[config.mk]
export PLATFORM = sky130hd
export DESIGN_NAME = sic_tpg
export DESIGN_NICKNAME = d
export VERILOG_FILES = /design/src/rtl/sic_pkg.sv /design/src/rtl/sic_ring.sv /design/src/rtl/sic_lfsr.sv /design/src/rtl/sic_tpg.sv
export SDC_FILE = /design/constraint.sdc
export NUM_CORES = 1
export LEC_CHECK = 0
export BUFFER_PORTS_ARGS = -buffer_cell sky130_fd_sc_hd__buf_4
export CORE_MARGIN = 10
export CORE_UTILIZATION = 50
export CTS_BUF_LIST = sky130_fd_sc_hd__clkbuf_8
export CTS_CLUSTER_DIAMETER = 200
export DETAILED_ROUTE_END_ITERATION = 8
export PLACE_DENSITY_LB_ADDON = 0.08
export SLEW_MARGIN = 20
export SYNTH_ARGS = -nofsm -noshare
export SYNTH_HDL_FRONTEND = slang
export SYNTH_SLANG_ARGS = --single-unit
export TNS_END_PERCENT = 10
[constraint.sdc]
create_clock -name clk -period 2.6 [get_ports clk]
set_input_delay 0.13 -clock clk [delete_from_list [all_inputs] [get_ports clk]]
set_output_delay 0.13 -clock clk [all_outputs]
set_load 0.03 [all_outputs]
[src/rtl/sic_pkg.sv]
package sic_pkg;
   // Operation applied to both registers on a clock edge, in priority order.
   typedef enum logic [1:0] {
      OP_HOLD = 2'd0,
      OP_STEP = 2'd1,
      OP_LOAD = 2'd2,
      OP_INIT = 2'd3
   } sic_op_e;

   localparam int SIC_MIN_WIDTH = 3;
endpackage

[src/rtl/sic_ring.sv]
module sic_ring
   import sic_pkg::*;
#(
   parameter int WIDTH = 36
) (
   input  logic             clk,
   input  sic_op_e          op,
   output logic [WIDTH-1:0] ring_q,
   output logic             wrap
);
   localparam logic [WIDTH-1:0] LAST_STATE = {1'b1, {(WIDTH-1){1'b0}}};

   logic [WIDTH-1:0] shifted;

   // Twisted-ring step: shift left, inverted top bit re-enters at bit 0.
   assign shifted[0] = ~ring_q[WIDTH-1];
   for (genvar i = 1; i < WIDTH; i++) begin : g_shift
      assign shifted[i] = ring_q[i-1];
   end

   always_ff @(posedge clk) begin
      case (op)
         OP_INIT, OP_LOAD: ring_q <= '0;
         OP_STEP:          ring_q <= shifted;
         default:          ring_q <= ring_q;
      endcase
   end

   // Ring is on its last state; the next step returns it to zero.
   assign wrap = (ring_q == LAST_STATE);
endmodule

[src/rtl/sic_lfsr.sv]
module sic_lfsr
   import sic_pkg::*;
#(
   parameter int               WIDTH        = 36,
   parameter int               TAP1         = 25,
   parameter int               TAP2         = 0,
   parameter int               TAP3         = 0,
   parameter logic [WIDTH-1:0] DEFAULT_SEED = WIDTH'(64'hF101BB288)
) (
   input  logic             clk,
   input  sic_op_e          op,
   input  logic             advance,
   input  logic [WIDTH-1:0] seed_in,
   output logic [WIDTH-1:0] state_q
);
   logic             fb;
   logic [WIDTH-1:0] load_val;

   if (TAP2 == 0) begin : g_trinomial
      assign fb = state_q[WIDTH-1] ^ state_q[TAP1-1];
   end else begin : g_pentanomial
      assign fb = state_q[WIDTH-1] ^ state_q[TAP1-1]
                ^ state_q[TAP2-1]  ^ state_q[TAP3-1];
   end

   // A zero seed would lock the register; substitute the default.
   assign load_val = (seed_in == '0) ? DEFAULT_SEED : seed_in;

   always_ff @(posedge clk) begin
      case (op)
         OP_INIT: state_q <= DEFAULT_SEED;
         OP_LOAD: state_q <= load_val;
         OP_STEP: if (advance) state_q <= {state_q[WIDTH-2:0], fb};
         default: state_q <= state_q;
      endcase
   end
endmodule

[src/rtl/sic_tpg.sv]
module sic_tpg
   import sic_pkg::*;
#(
   parameter int               WIDTH        = 36,
   parameter int               TAP1         = 25,
   parameter int               TAP2         = 0,
   parameter int               TAP3         = 0,
   parameter logic [WIDTH-1:0] DEFAULT_SEED = WIDTH'(64'hF101BB288)
) (
   input  logic             clk,
   input  logic             rst,
   input  logic             seed_load,
   input  logic [WIDTH-1:0] seed_value,
   input  logic             en,
   output logic [WIDTH-1:0] test_vec
);
   // Elaboration-time parameter checks.
   if (WIDTH < SIC_MIN_WIDTH) begin : g_bad_width
      $error("sic_tpg: WIDTH must be at least %0d", SIC_MIN_WIDTH);
   end
   if (TAP1 < 1 || TAP1 >= WIDTH) begin : g_bad_tap1
      $error("sic_tpg: TAP1 must lie in 1..WIDTH-1");
   end
   if ((TAP2 == 0) != (TAP3 == 0)) begin : g_bad_tap_pair
      $error("sic_tpg: TAP2 and TAP3 must both be zero or both be set");
   end
   if (TAP2 != 0 && (TAP2 >= WIDTH || TAP3 >= WIDTH)) begin : g_bad_tap_hi
      $error("sic_tpg: TAP2 and TAP3 must be below WIDTH");
   end
   if (DEFAULT_SEED == '0) begin : g_bad_seed
      $error("sic_tpg: DEFAULT_SEED must be nonzero");
   end

   sic_op_e          op;
   logic [WIDTH-1:0] lfsr_q;
   logic [WIDTH-1:0] ring_q;
   logic             ring_wrap;

   always_comb begin
      if (rst)            op = OP_INIT;
      else if (seed_load) op = OP_LOAD;
      else if (en)        op = OP_STEP;
      else                op = OP_HOLD;
   end

   sic_ring #(.WIDTH(WIDTH)) u_ring (
      .clk    (clk),
      .op     (op),
      .ring_q (ring_q),
      .wrap   (ring_wrap)
   );

   sic_lfsr #(
      .WIDTH        (WIDTH),
      .TAP1         (TAP1),
      .TAP2         (TAP2),
      .TAP3         (TAP3),
      .DEFAULT_SEED (DEFAULT_SEED)
   ) u_lfsr (
      .clk     (clk),
      .op      (op),
      .advance (ring_wrap),
      .seed_in (seed_value),
      .state_q (lfsr_q)
   );

   assign test_vec = lfsr_q ^ ring_q;
endmodule

---- Yosys cells after proc, flatten, opt, wreduce, memory -nomap -nowiden ----
Index checks and enable logic that the tools add are counted.
word-level totals
  register bits ........................... 72
  latch bits .............................. 0
  RAM bits ................................ 0
  memory bits (read-only) ................. 0
  input port bits ......................... 40
  logic and storage cells ................. 22
  memories ................................ 0
cells by class
  $add $sub $neg .......................... 0
  multiply operators ...................... 0
  divide/modulo/power cells ............... 0
  magnitude comparators ................... 0
  equal/unequal tests ..................... 5
  shift-type cells ........................ 0
  multiplexer cells ....................... 7
  bitwise gates (word level) .............. 3
  reductions and logical operators ........ 5
operators with widths
  kind                                                              number
  36-bit case mux with 3 select lines                               1
  36-bit two-way mux                                                2
  36-bit case mux with 2 select lines                               1
  36-bit == test (second input constant)                            1
  36-bit zero test                                                  1
  36-bit XOR                                                        1
  2-bit == test (second input constant)                             2
  2-bit two-way mux                                                 2
  3-bit nonzero test                                                1
  2-bit by 1-bit == test with 1-bit output (second input constant)  1
  2-bit inequality test (second input constant)                     1
  2-bit AND reduction                                               1
  2-bit nonzero test                                                1
  2-bit OR reduction                                                1
  1-bit two-way mux                                                 1
  1-bit inverter                                                    1
  1-bit XOR                                                         1

---- Longest topological paths before layout ----
  depth in word-level cells ............... 6
  depth in mapped cells ................... 10

---- Cells and area by module ----
Synthesis repeated with hierarchy kept, for this count alone.
second synthesis, totals
  cell total of the unflattened synthesis .. 305
  area, all modules ....................... 3773.6 µm²
modules (own cells, without submodules)
  module    times used  cells each  area each (µm²)
  sic_lfsr  1           141         1746.7
  sic_ring  1           125         1694.1
  sic_tpg   1           39          332.8

---- Worst setup path after synthesis ----
Ideal clock, no wire load.
  path kind ............................... reg2reg
  start point ............................. reg u_ring.ring_q[23]
  end point ............................... reg u_lfsr.state_q[0], enable pin
  data arrival time ....................... 2.350 ns
  slack ................................... -0.152 ns
  cell stages (with the launch flop) ...... 4
  buffers on the path ..................... 0
  period minus slack after synthesis ...... 2.752 ns
  cell sequence ........................... edfxtp_1 > or4_1 > or4_1 > o22ai_2
between the ends
  cells in the longest elaborated chain, start to end .. 3
ends and longest elaborated chain
  what                                    RTL line        source
  start: declaration                      sic_ring.sv:8   output logic [WIDTH-1:0] ring_q,
  start signal: assignment                sic_ring.sv:24  OP_STEP: ring_q <= shifted;
  start signal: assignment                sic_ring.sv:25  default: ring_q <= ring_q;
  36-bit == test                          sic_ring.sv:30  assign wrap = (ring_q == LAST_STATE);
  2-bit inequality test (no source line)  --
  2-bit AND reduction (no source line)    --
  end signal: assignment                  sic_lfsr.sv:32  OP_LOAD: state_q <= load_val;
  end signal: assignment                  sic_lfsr.sv:33  OP_STEP: if (advance) state_q <= {state_q[WIDTH-2:0], fb};
  end signal: assignment                  sic_lfsr.sv:34  default: state_q <= state_q;
  end: declaration                        sic_lfsr.sv:14  output logic [WIDTH-1:0] state_q
No other way between the ends.
A chain may end at the register's enable or synchronous reset.

---- Worst setup path after layout ----
  start point ............................. reg u_ring.ring_q[19]
  end point ............................... reg u_lfsr.state_q[28], enable pin
Same word-level chain as after synthesis.

==> results.ini <==
[grt]
overflow = 0
grt_max_degree = 38
track_usage_pct = 16.54
antenna_found_initial = 0
grt_pass1_wl_mm = 13.26
grt_pass1_vias = 2508

[cts]
numCtsBuffers = 9
cts-resized-gates = 0
hold_buffers = 0
ctsLongestPathBuffers = 2
htreeDepth = 3
cts_num_sinks = 72
clkTransAtPathRegs_ns = 0.08
worst_skew_pair.late_latency_ns = 0.34
cts_tree = done
cts_setup_buffers = 0
clk_root_buffer_cell = clkbuf_8

[finish]
utilization_pct = 64.37
drive_gt1_share_pct = 29.55
n_antenna_cell = 0
areaGrowthSynthToFinish_pct = 26.22
fill_cells = 537
final_nets = 392

[logic_synthesis]
synth_fp_nets = 312
ys.warnings.count = 0
async_flop_share_pct = 0
synth_cells = 268
yosysSeqAreaShare_pct = 62.75
synthTopCellsByCount = 72 x edfxtp_1, 37 x xor2_1, 36 x a22oi_1
synth_area_per_cell_um2 = 12.86
synth_top_area_share_pct = 62.75
yosysMostFrequentCell = edfxtp_1
syn_area_mm2 = 0.003446
synth_cell_type_count = 25
ys_ff_latch = 72
synth_ff_type = edfxtp_1
ys_top_cells_by_area = edfxtp_1 63%, xor2_1 9.4%, a22oi_1 7.8%, and2_1 6.2%, nor4_1 2.4%
synth_top_cell_by_area = edfxtp_1
synth_enable_flop_cells = 72

[min_path]
hold_path_depth = 3
min_to = u_lfsr.state_q[3]
hold_path.class = primary input to register
min_from = seed_value[3]

[route]
wl_mm = 8.590
drt-wirelength-per-cell_um = 19.88
dr.pass1.iters = 4
ant_nets = 0
drt-initial-drc-count = 144
vias = 2410
vias_per_cell = 5.579
remaining_drc_errors = 0

[sta]
setup_viol = 0
worstMarginPinSlew_ns = 0.5164
setup_tns_ns = 0
rsz0062_at_grt = no
finalCritPeriodShare_pct = 89.16
maxSlewHeadroom_pct = 65.57
fmax_mhz = 431.4
finClkSkew_ns = 0.01171
hold_violations = 0
slew_viol_final = 0
period_minus_slack_ns = 2.318

[run_status]
status = complete, no violations

[power_and_ir_drop]
worst_ir_drop_vdd_mv = 0.3115
power.density_mw_per_mm2 = 695.4
leakage_uw = 0.001894

[floorplan]
die_w_um = 103.0
ios = 76
row_count = 30
coreArea_mm2 = 0.006756
die_area_mm2 = 0.01061
die_height_um = 103.0
start_util_pct = 51.00

[setup_path]
path_class = register to register
r2r-end = u_lfsr.state_q[28]
r2r_start = u_ring.ring_q[19]
cp.arrival_ns = 2.34
ff2ff_path_depth = 5
start_kind = register
crit_fanout = 16
end_kind = register
required_ns = 2.62
rrSetupSlack_ns = 0.28

[placed_design]
dp_hpwl_mm = 6.196
port_buffers = 75
gp_congestion = 0.7860

[run]
maxCapViolCount = 0

[routing by layer]
layer  vias to the layer above  global-route usage (%)  routed length [µm]
met5                         -                       0                   0
li1                       1147                       -                   -
met4                         0                   6.524                 113
met1                      1170                   21.73                3779
met3                        10                   4.021                 600
met2                        83                   25.74                4096
[area by class of cell]
class                      count  area [µm²]  share of cell area, %
clock buffer                   9       123.9                  2.848
clock inverter                 6       85.08                  1.956
inverter                       4       15.01                 0.3452
multi-input combinational    177        1220                  28.05
sequential                    72        2162                  49.71
tap                           80       100.1                  2.301
timing repair buffer          84       643.1                  14.79
[stage by stage]
step | area (µm²) | instances | setup WS [ns] | total power (µW) | hold WS [ns]
finish | 4349 | 432 | 0.2818 | 3025 | 0.1047
global route | 4349 | 432 | 0.1901 | 3137 | 0.1104
CTS | 4349 | 432 | 0.2625 | 3048 | 0.09174
detailed placement | 4140 | 417 | 0.2293 | 2118 | 0.4518
global placement | 4140 | 417 | 0.3634 | 2111 | 0.4402
floorplan | 3453 | 268 | 0.1484 | 1828 | 0.3230
[kinds of logic (layout without fill, tap and decap cells)]
group / Yosys count / after routing / synth area share, %
AOI/OAI and AO/OA: 39 / 39 / 8.787
xor gates and xnor gates: 37 / 37 / 9.404
buffers and inverters: 19 / 103 / 2.142
DFF: 72 / 72 / 62.74
and+or+nand+nor: 97 / 97 / 15.47
adders and majority gates: 4 / 4 / 1.452
[placed cells by master (no fill, tap or decap), types with 2 or more instances in the layout]
cell type and count:
inv_1 4, clkbuf_8 9, nor2_1 21, nor4_1 13
buf_4 83, ha_1 3, bufinv_16 2, nand2_1 15
nand4_1 2, edfxtp_1 72, and2_1 34, xor2_1 37
or4_1 3, a22oi_1 36, and4_1 2
[sequential cells by signal (all words and copies together) (netlist names)]
| name | count |
|---|---|
| u_ring.ring_q | 36 |
| u_lfsr.state_q | 36 |
[worst max-delay path, cell delays in order, from the launching register on]
cell and delay (ns):
edfxtp_1 0.44, nor4_1 0.46, nand4_1 0.17, or4_1 0.48, o22ai_4 0.16, buf_4 0.29
[power breakdown]
group / internal [µW] / total [µW] / switching (µW) / leakage [µW]
Combinational: 245 / 629 / 384 / 0.000989
Sequential: 1380 / 1460 / 73.4 / 0.000803
Clock: 531 / 938 / 407 / 0.000103
Total: 2160 / 3020 / 864 / 0.00189
[worst max-delay path by stage]
stage / to / cells after the start / slack, ns / from
2_1_floorplan: u_lfsr.state_q[0] / 3 / 0.15 / u_ring.ring_q[23]
3_3_place_gp: u_lfsr.state_q[22] / 5 / 0.36 / u_ring.ring_q[19]
3_5_place_dp: u_lfsr.state_q[22] / 10 / 0.23 / seed_load
4_1_cts: u_lfsr.state_q[28] / 5 / 0.26 / u_ring.ring_q[19]
5_1_grt: u_lfsr.state_q[28] / 5 / 0.19 / u_ring.ring_q[19]
6_report: u_lfsr.state_q[28] / 5 / 0.28 / u_ring.ring_q[19]
(Power assumes the default switching activity.)
